==> src/rtl/dual_lut_cell.sv <==
module dual_lut_cell #(
  parameter int K = 4
) (
  input  logic         clk,
  input  logic         rst,
  input  logic         cfg_en,
  input  logic         cfg_bit,
  output logic         cfg_done,
  input  logic         ce,
  input  logic [K-1:0] x_in,
  input  logic [K-1:0] y_in,
  input  logic         sel,
  output logic         x_out,
  output logic         y_out
);
  localparam int TB  = 1 << K;
  localparam int NB  = 2 * TB + 3;
  localparam int CW  = $clog2(NB + 1);

  logic [NB-1:0] cfg_sr;
  logic [CW-1:0] cnt;
  logic [TB-1:0] xtab, ytab;
  logic          xbyp, ybyp, comb;
  logic          fx, fy, x_fn;
  logic          x_q, y_q;

  always_ff @(posedge clk)
    if (cfg_en) cfg_sr <= {cfg_bit, cfg_sr[NB-1:1]};

  always_ff @(posedge clk) begin
    if (rst) begin
      cnt      <= '0;
      cfg_done <= 1'b0;
    end else if (cfg_en) begin
      cnt      <= (cnt == CW'(NB)) ? CW'(1) : cnt + CW'(1);
      cfg_done <= 1'b0;
    end else begin
      cfg_done <= (cnt == CW'(NB));
    end
  end

  assign xtab = cfg_sr[TB-1:0];
  assign ytab = cfg_sr[2*TB-1:TB];
  assign xbyp = cfg_sr[2*TB];
  assign ybyp = cfg_sr[2*TB+1];
  assign comb = cfg_sr[2*TB+2];

  assign fx   = xtab[x_in];
  assign fy   = ytab[y_in];
  assign x_fn = (comb && sel) ? fy : fx;

  always_ff @(posedge clk) begin
    if (rst) begin
      x_q <= 1'b0;
      y_q <= 1'b0;
    end else if (ce) begin
      x_q <= x_fn;
      y_q <= fy;
    end
  end

  assign x_out = xbyp ? x_fn : x_q;
  assign y_out = ybyp ? fy : y_q;

  a_r2_done_low_in_load: assert property (@(posedge clk) disable iff (rst)
    cfg_en |=> !cfg_done);
  a_r9_cfg_frozen: assert property (@(posedge clk) disable iff (rst)
    !cfg_en |=> $stable(cfg_sr));
  a_r6_hold_without_ce: assert property (@(posedge clk) disable iff (rst)
    !ce |=> ($stable(x_q) && $stable(y_q)));
  a_r7_reset_clears: assert property (@(posedge clk)
    rst |=> (!x_q && !y_q));
  a_r5_y_capture: assert property (@(posedge clk) disable iff (rst)
    ce |=> (y_q == $past(ytab[y_in])));
endmodule

==> config.mk <==
export PLATFORM = sky130hd
export DESIGN_NAME = dual_lut_cell
export DESIGN_NICKNAME = d
export VERILOG_FILES = /design/src/rtl/dual_lut_cell.sv
export SDC_FILE = /design/constraint.sdc
export NUM_CORES = 1
export LEC_CHECK = 0
export BUFFER_PORTS_ARGS = -buffer_cell sky130_fd_sc_hd__buf_2
export CORE_AREA = 2 2 85 87
export DETAILED_ROUTE_END_ITERATION = 16
export DIE_AREA = 0 0 87 89
export SYNTH_ARGS = -nofsm -noshare
export SYNTH_HDL_FRONTEND = slang
export SYNTH_SLANG_ARGS = --single-unit
==> constraint.sdc <==
create_clock -name clk -period 2.2 [get_ports clk]
set_input_delay 0.11 -clock clk [delete_from_list [all_inputs] [get_ports clk]]
set_output_delay 0.11 -clock clk [all_outputs]
set_load 0.01 [all_outputs]
======== Word level (Yosys, flattened, before mapping) ========
Index checks and enable logic that the tools add are counted.
W data, S select, Z words.
storage, ports and cells
  logic and storage cells ................. 19
  bits in registers ....................... 44
  input port bits ......................... 14
cells by class
  order comparisons ....................... 2
  add/sub/neg operators ................... 1
  multiplexer cells ....................... 8
  reduce and logical (&&, ||, !) cells .... 2
  equal/unequal tests ..................... 1
operators with widths
  operator               number
  $lt A4 B5 Y1 const B   2
  $bmux W1 S4            2
  $add A6 B1 Y6 const B  1
  $eq A6 B6 Y1 const B   1
  $mux W6                1
  $mux W1                5
  $reduce_or A2 Y1       1
  $logic_and A1 B1 Y1    1

======== Logic depth before layout (Yosys ltp) ========
Gate-level depths: netlist of the first run.
  depth after elaboration ................. 4
  mapped depth ............................ 6
  depth with buffers taken out ............ 6

======== Worst setup path before layout of the first run ========
Ideal clock, no wire load.
  path kind ............................... register -> output
  start ................................... register cfg_sr[13]
  end ..................................... output x_out
  cell stages (with the launch flop) ...... 5
  arrival time ............................ 1583 ps
  setup slack ............................. 507 ps
  path buffers ............................ 0
  path through ............................ edfxtp_1 > mux4_1 > mux4_2 > a31oi_1 > o21ai_1
between the ends
  longest elaborated chain between the ends .. 4
RTL lines
  element                        RTL line  text
  start, declared                20        logic [NB-1:0] cfg_sr;
  start signal, assigned         28        if (cfg_en) cfg_sr <= {cfg_bit, cfg_sr[NB-1:1]};
  $bmux W1 S4                    48        assign fx = xtab[x_in];
  $mux W1 (implied by the code)  48
  $mux W1                        50        assign x_fn = (comb && sel) ? fy : fx;
  $mux W1                        62        assign x_out = xbyp ? x_fn : x_q;
  end, declared                  13        output logic x_out,
Every way passes these cells. The select of a mux whose other input is x is not followed.

======== Final worst setup path of the first run ========
  start ................................... register cfg_sr[2]
  end ..................................... output x_out
Same word-level chain as after synthesis.

==> out/metrics.cfg, run 1 <==
[status]
outcome=finished, violations left
violations=negative setup slack

[grt]
grt.total_usage_pct=8.31
grt_max_degree=23
grt_pass1_wl_mm=4.65
grt_pass1_vias=901
grt_antenna_before_repair=0
gr-total-overflow=0

[placed_design]
placed_area_um2=1900
dpl.cell_count=198
dp_hpwl_mm=1.96
place.gp.congestion=0.682
io_buffer_count=16

[synthesis]
synth-async-reset-ratio_pct=0
synth_edf_count=35
synth_warnings=0
synth_area_per_cell_um2=16.7
ys_ff_latch=44
synth_ff_type=edfxtp_1
synth_area_um2=1720
syn_nets=118
syn-instance-count=103
synthDistinctLibCells=27
seq_area_frac_synth_pct=71.7

[power]
intPower_uw=1350
p_total_uw=1710
power.share.clock_pct=36.0
power_frac_comb_pct=7.2
ir_worst_vdd_v=0.000256
power_density_nw_per_um2=835
p_sw_uw=364
leakagePower_uw=0.000741
switching_share_pct=21.3
p_seq_share_pct=56.8

[critical_path]
cp.required_ps=2090
end_kind=output port
crit_fanout=2
path_class=flop to output port
worstPathArrival_ps=2110
crit_path_start_kind=flop
reg2reg_depth=4

[routing]
drt-initial-drc-count=84
vias=960
routed_wl_mm=2.92
drc_errors=0
viasPerCell=4.51
wl_met2_mm=1.23
wl_per_cell_um=13.7
drt-met1-wl_mm=1.48
first_pass_iters=4
highest_layer=met4
wl_met3_um=164
drtAntennaViolNets=0

[floorplan]
die_h_um=89
start_util_pct=25.6
core.rowCount=30
io_pins=17
die_area_um2=7740
die_w_um=87
core_area_um2=6720

[sta]
period_needed_ps=2220
fin_setup_tns_ps=-22.2
hold_viol_final=0
slew_headroom_pct=69.5
slew_viol_final=0
worst_slew_pin_slew_ps=458
setup_viol=1
holdWs_ps=48.3
skew_ps=6.59
max_freq_mhz=450
rsz0062_at_grt=true
min_period_over_period_pct=101
worst_slack_ps=-22.2

[min_path]
whs_path_depth=2
hold_class=primary input to flop

[cts]
htree_levels=2
root_buffer=clkbuf_8
path_clk_slew_ps=80
numCtsBuffers=5
clock-sinks=44
insertion_delay_ps=290
cts_buffer_depth=2
cts_tree=yes

[final_layout]
nNetsFinal=147
syn2layout_area_growth_pct=19.2
final_common_cell=edfxtp_1
fin_cells=213
layout_common_cells=35 x edfxtp_1, 16 x buf_2, 12 x nor2_1
design_area_um2=2050
diodes=0
drive_gt1_share_pct=27.8

[job]
cap_violations=0

layout make-up:
cell class              count  area (um^2)
inverters                   1         3.75
clock inverters             3         42.5
well taps                  80          100
clock buffers               5         68.8
repair buffers             24          143
fillers                   680         4670
multi-input cells          56          459
flip-flops and latches     44         1230
worst paths after layout:
kind / start / endpoint / slack, ps
max: cfg_sr[2] / x_out / -20
min reg2reg: cfg_sr[20] / cfg_sr[19] / 450
max reg2reg: cfg_sr[2] / x_q / 410
min: sel / x_q / 50
state kept, by name (all words and copies together) (netlist names):
name,cells
x_q,1
cfg_sr,35
cnt,6
y_q,1
cfg_done,1
logic make-up (layout without fill, tap and decap cells):
logic type               count (synthesis)  in the layout  synth area share (%)
XOR/XNOR                                 3              3                  1.53
AO/OA/AOI/OAI                           14             14                  5.54
multiplexers                            12             12                  13.0
adder cells (fa/ha/maj)                  1              1                 0.728
buffers and inverters                    3             33                 0.728
AND/OR/NAND/NOR                         26             26                  6.85
flip-flops                              44             44                  71.7
critical path: stages, from the launching register on:
cell and delay [ps]:
edfxtp_1 420, mux4_2 480, mux4_2 510, a31oi_1 190, o21ai_1 80, buf_2 140
routing by layer:
| metal | track usage (%) | vias up |
|---|---|---|
| met4 | 2.98 | 0 |
| met2 | 10.1 | 21 |
| li1 | - | 464 |
| met1 | 12.4 | 471 |
| met5 | 0 | - |
| met3 | 4.16 | 4 |
stage by stage:
step	util (%)	worst slack, ps
2_1_floorplan	-	507
3_3_place_gp	28.2	289
3_5_place_dp	28.2	280
4_1_cts	30.4	-33.3
5_1_grt	30.5	-94.4
6_report	30.5	-22.2
power by group through the flow:
| stage | combinational (uW) | sequential [uW] | clock, uW |
|---|---|---|---|
| floorplan | 65.4 | 980 | 0 |
| global placement | 112 | 988 | 0 |
| detailed placement | 113 | 990 | 0 |
| CTS | 123 | 972 | 635 |
| global route | 135 | 978 | 669 |
| finish | 123 | 971 | 615 |
synthesized netlist by cell type, types with 2 or more instances:
cell type / instances / share of area, %
edfxtp_1: 35 / 61
nor2_1: 12 / 2.6
dfxtp_1: 9 / 10
mux2i_1: 5 / 2.9
mux4_1: 4 / 6.1
nand2_1: 4 / 0.87
mux4_2: 3 / 3.9
nand3_1: 3 / 0.87
nor2b_1: 3 / 1.1
o21ai_0: 3 / 0.87
xor2_1: 3 / 1.5
a21oi_1: 2 / 0.58
a221oi_1: 2 / 1.0
nand4_1: 2 / 0.73
what timing repair did:
| item | CTS | global route |
|---|---|---|
| hold buffers | 1 | 0 |
| pin swaps | 1 | 0 |
| resized for setup | 4 | 0 |
| buffers inserted | 5 | 1 |
| setup endpoints to repair | 1 | 1 |
| endpoints found under the hold margin | 1 | 0 |
Power figures use the tool's default switching activity.
==> run 2: changes to the inputs <==
HOLD_SLACK_MARGIN = 0.1   (was default)
==> run 2 against run 1 <==
Against the previous run:
- the flow still finishes with violations (negative setup slack)
- core utilization increased by 0.60 points
- highest routed layer unchanged
- total power increased by 0.36%
- largest cell class unchanged
- first-iteration DRC count decreased by 1.2%
- clock skew about the same
==> out/metrics.cfg, run 2 (synthesized netlist as in run 1, its figures left out) <==
[status]
outcome=finished, violations left
violations=negative setup slack

[cts]
root_buffer=clkbuf_8
insertion_delay_ps=290  ; about the same
cts_tree=yes
path_clk_slew_ps=90  ; about the same
clock-sinks=44  ; unchanged
cts_buffer_depth=2  ; unchanged
htree_levels=2  ; unchanged
numCtsBuffers=5  ; unchanged

[grt]
grt_pass1_wl_mm=4.67  ; +0.45%
grt_max_degree=23  ; unchanged
grt.total_usage_pct=8.35  ; +0.039 points
grt_pass1_vias=905  ; +0.44%
grt_antenna_before_repair=0  ; unchanged
gr-total-overflow=0  ; unchanged

[critical_path]
worstPathArrival_ps=2110  ; about the same
crit_family=multiplexers
crit_path_start_kind=flop
crit_path_top_delay_cell=mux4_2
crit_fanout=2  ; unchanged
path_common_cell=mux4_2
cp.required_ps=2090  ; about the same
worst-path-buf-inv=1  ; unchanged
path_class=flop to output port
max_stage_delay_ps=510  ; about the same
cp_cell_sequence=mux4_2, mux4_2, a31oi_1, o21ai_1, buf_2
end_kind=output port

[floorplan]
die_h_um=89  ; unchanged
start_util_pct=25.6  ; unchanged
core_area_um2=6720  ; unchanged
io_pins=17  ; unchanged
core.rowCount=30  ; unchanged
die_w_um=87  ; unchanged
die_area_um2=7740  ; unchanged

[sta]
slew_viol_final=0  ; unchanged
skew_ps=6.53  ; -0.0623 ps
worst_slew_pin_slew_ps=457  ; -0.971 ps
min_period_over_period_pct=101  ; -0.15 points
hold_viol_final=0  ; unchanged
max_freq_mhz=451  ; +0.15%
period_needed_ps=2220  ; -3.29 ps
rsz0062_at_grt=true
slew_headroom_pct=69.5  ; about the same
worst_slack_ps=-18.9  ; +3.29 ps
setup_viol=1  ; unchanged

[routing]
wl_per_cell_um=13.5  ; -1.4%
vias=967  ; +0.73%
drt-initial-drc-count=83  ; -1.2%
drc_errors=0  ; unchanged
routed_wl_mm=2.93  ; +0.45%
drtAntennaViolNets=0  ; unchanged
first_pass_iters=4  ; unchanged
viasPerCell=4.46  ; -1.1%

[power]
power_density_nw_per_um2=822  ; -1.6%
leakagePower_uw=0.000759  ; +2.5%
power_frac_comb_pct=7.5  ; +0.3 points
intPower_uw=1350  ; +0.40%
ir_worst_vdd_v=0.000256  ; about the same
switching_share_pct=21.3  ; -0.030 points
p_seq_share_pct=56.6  ; -0.2 points
p_sw_uw=365  ; +0.21%
power.share.clock_pct=35.9  ; about the same

[min_path]
hold_class=primary input to flop

[final_layout]
syn2layout_area_growth_pct=21.6
largest_reg_flops=35  ; unchanged
final_common_cell=edfxtp_1
nNetsFinal=151  ; +2.7%
layout_common_cells=35 x edfxtp_1, 16 x buf_2, 12 x nor2_1
design_area_um2=2090  ; +2.0%
drive_gt1_share_pct=27.0  ; -0.81 points
diodes=0  ; unchanged
regMostFlops=cfg_sr
top_regs=cfg_sr: 35 flops, cnt: 6 flops

[job]
cap_violations=0  ; unchanged

[placed_design]
dp_hpwl_mm=1.96  ; unchanged
placed_area_um2=1900  ; unchanged
io_buffer_count=16  ; unchanged
place.gp.congestion=0.682  ; unchanged
pre_cts_slack_ps=280  ; unchanged

run 2: power groups by stage:
stage	registers (uW)	clock network [uW]	logic, uW
global placement	988	0	112
detailed placement	990	0	113
floorplan	980	0	65.4
CTS	972	635	129
finish	971	616	129
global route	978	669	142
run 2: final cells by class:
class / instances / area [um^2]
fillers: 673 / 4630
inverters: 1 / 3.75
repair buffers: 28 / 183
multi-input cells: 56 / 459
clock inverters: 3 / 42.5
well taps: 80 / 100
clock buffers: 5 / 68.8
flip-flops and latches: 44 / 1230
run 2: stage by stage:
step / std cells / power (uW) / TNS (ps) / hold WS [ps] / util (%)
floorplan: 103 / 1050 / 0 / 182 / -
global placement: 198 / 1100 / 0 / 289 / 28.2
detailed placement: 198 / 1100 / 0 / 289 / 28.2
CTS: 216 / 1740 / -33.3 / 280 / 31.0
global route: 217 / 1790 / -94.4 / 285 / 31.1
finish: 217 / 1720 / -18.9 / 289 / 31.1
run 2: timing repair:
action / 4_1_cts / 5_1_grt
hold endpoints to repair: 6 / 0
pin swaps: 1 / 0
setup buffers: 5 / 1
gates resized for setup: 4 / 0
hold buffers: 5 / 0
setup endpoints to repair: 1 / 2
run 2: layer usage:
layer | GRT usage, % | share of wire (%)
met2 | 10.3 | 42
met5 | 0 | 0
met3 | 4.16 | 5.7
met1 | 12.4 | 51
met4 | 2.98 | 1.2
run 2: worst paths after layout:
path	startpoint	endpoint	slack, ps	cells after the start
worst max-delay path	cfg_sr[2]	x_out	-20	5
worst min-delay path	cfg_en	cfg_sr[34]	290	1
worst max register to register	cfg_sr[23]	y_q	120	5
worst min register to register	cfg_sr[20]	cfg_sr[19]	450	0
run 2: worst reg2reg max path: cells and delay by family, from the launching register on:
family	cells	cell delay (ps)
muxes	1	470
DFF	1	400
AOI/OAI and AO/OA	3	570
buffers and inverters	1	550
==> run 3: changes to the inputs <==
clock period = 2.8 ns   (was 2.2 ns; I/O delays follow)
==> run 3 against run 2 <==
Against the previous run:
- the run now ends clean
- non-clock buffer count decreased by 6
- combinational power down 28%
- critical path depth unchanged
- total power decreased by 21%
- cell count decreased by 2.8%
- worst setup slack improved by 550 ps
- cell area shrank 0.90%
- global-route usage is 0.43 points lower
- clock skew shrank 0.51 ps
- core utilization decreased by 0.28 points
- count of clock-buffer cells in the layout up 3
- die area did not move
- critical path type unchanged
- largest cell class unchanged
- largest power group unchanged
- highest routed layer unchanged
==> out/metrics.cfg, run 3 (synthesized netlist as in run 1, its figures left out) <==
[status]
outcome=finished, final reports clean

[sta]
slew_viol_final=0  ; unchanged
slew_headroom_pct=70.7  ; +1.2 points
min_period_over_period_pct=81.1
max_freq_mhz=441
rsz0062_at_grt=false
setup_viol=0  ; -1
worst_slew_pin_slew_ps=440  ; -17.3 ps
fin_setup_tns_ps=0  ; +18.9 ps
worst_slack_ps=531  ; +549 ps
hold_viol_final=0  ; unchanged
holdWs_ps=133  ; -156 ps
skew_ps=6.02  ; -0.509 ps
period_needed_ps=2270

[cts]
root_buffer=clkbuf_8
clock-sinks=44  ; unchanged
insertion_delay_ps=300  ; about the same
cts_tree=yes
post_cts_buffers=0  ; -5
numCtsBuffers=5  ; unchanged
cts_resized=0  ; -4
path_clk_slew_ps=80  ; about the same
cts_buffer_depth=2  ; unchanged
htree_levels=2  ; unchanged

[critical_path]
crit_fanout=2  ; unchanged
crit_path_top_delay_cell=mux4_1
end_kind=output port
worst-path-buf-inv=1  ; unchanged
crit_path_start_kind=flop
worstPathArrival_ps=2130  ; +20 ps
path_class=flop to output port
crit_family=multiplexers
cp.required_ps=2660  ; +570 ps
max_stage_delay_ps=530  ; +20 ps
cp_cell_sequence=mux4_1, mux4_2, a31oi_1, o21ai_1, buf_2

[grt]
grt_max_degree=36  ; +57%
grt_pass1_vias=864  ; -4.5%
grt_antenna_before_repair=0  ; unchanged
grt.total_usage_pct=7.92  ; -0.43 points
grt_pass1_wl_mm=4.47  ; -4.3%
gr-total-overflow=0  ; unchanged

[final_layout]
syn2layout_area_growth_pct=20.5
diodes=0  ; unchanged
layout_common_cells=35 x edfxtp_1, 16 x buf_2, 12 x nor2_1
drive_gt1_share_pct=20.6  ; -6.4 points
largest_reg_flops=35  ; unchanged
regMostFlops=cfg_sr
top_regs=cfg_sr: 35 flops, cnt: 6 flops
nNetsFinal=145  ; -4.0%
final_common_cell=edfxtp_1

[routing]
drc_errors=0  ; unchanged
routed_wl_mm=2.82  ; -3.6%
wl_per_cell_um=13.4  ; -0.88%
viasPerCell=4.44  ; -0.35%
drt-initial-drc-count=44  ; -47%
drtAntennaViolNets=0  ; unchanged
vias=937  ; -3.1%
first_pass_iters=4  ; unchanged

[placed_design]
place.gp.congestion=0.713  ; +4.6%
io_buffer_count=16  ; unchanged
pre_cts_slack_ps=851  ; +571 ps
dp_hpwl_mm=1.92  ; -2.3%

[min_path]
hold_class=primary input to flop

[floorplan]
start_util_pct=25.6  ; unchanged
core.rowCount=30  ; unchanged
die_h_um=89  ; unchanged
die_w_um=87  ; unchanged
core_area_um2=6720  ; unchanged
die_area_um2=7740  ; unchanged
io_pins=17  ; unchanged

[power]
leakagePower_uw=0.000753  ; -0.83%
ir_worst_vdd_v=0.000332  ; +30%
power_density_nw_per_um2=654  ; -20%

[job]
cap_violations=0  ; unchanged

[run 3: cell count changes in the layout (fill, tap and decap cells not counted), moves of 2 or more]
cell and delta:
buf_4 -6, mux4_1 +4, mux4_2 -4, clkbuf_16 +2
[run 3: layer usage]
metal / GRT usage, % / wire length (um) / vias up
met5: 0 / 0 / -
met4: 2.56 / 30 / 0
met3: 3.88 / 133 / 4
met2: 10.1 / 1210 / 17
met1: 11.6 / 1450 / 457
li1: - / - / 459
[run 3: power by group]
| part | switching, uW | internal [uW] | leakage, uW |
|---|---|---|---|
| logic | 45.6 | 47.2 | 0.000275 |
| registers | 19.0 | 744 | 0.000416 |
| clock network | 213 | 285 | 0.0000618 |
| total | 278 | 1080 | 0.000753 |
[run 3: worst paths after layout]
kind,start,end,slack [ps],depth (start not counted)
setup / recovery,cfg_sr[13],x_out,530,5
hold / removal,cfg_en,cfg_done,130,2
setup reg to reg,cfg_sr[23],y_q,750,5
hold reg to reg,cfg_sr[29],cfg_sr[28],450,0
[run 3: area by class of cell]
type	instances	area, um^2
fillers	658	4650
repair buffers	22	138
inverters	1	3.75
flip-flops and latches	44	1230
well taps	80	100
clock buffers	8	123
multi-input cells	56	474
[run 3: what timing repair did]
| item | in CTS | in global routing |
|---|---|---|
| hold buffers | 5 | 0 |
| endpoints found under the setup margin | 0 | 0 |
| endpoints found under the hold margin | 6 | 0 |
[run 3: through the flow]
step | std cells | cell area, um^2 | power, uW | utilization [%]
5_1_grt | 211 | 2070 | 1410 | 30.8
3_3_place_gp | 198 | 1900 | 864 | 28.2
4_1_cts | 211 | 2070 | 1370 | 30.8
6_report | 211 | 2070 | 1350 | 30.8
2_1_floorplan | 103 | 1720 | 821 | -
3_5_place_dp | 198 | 1900 | 866 | 28.2
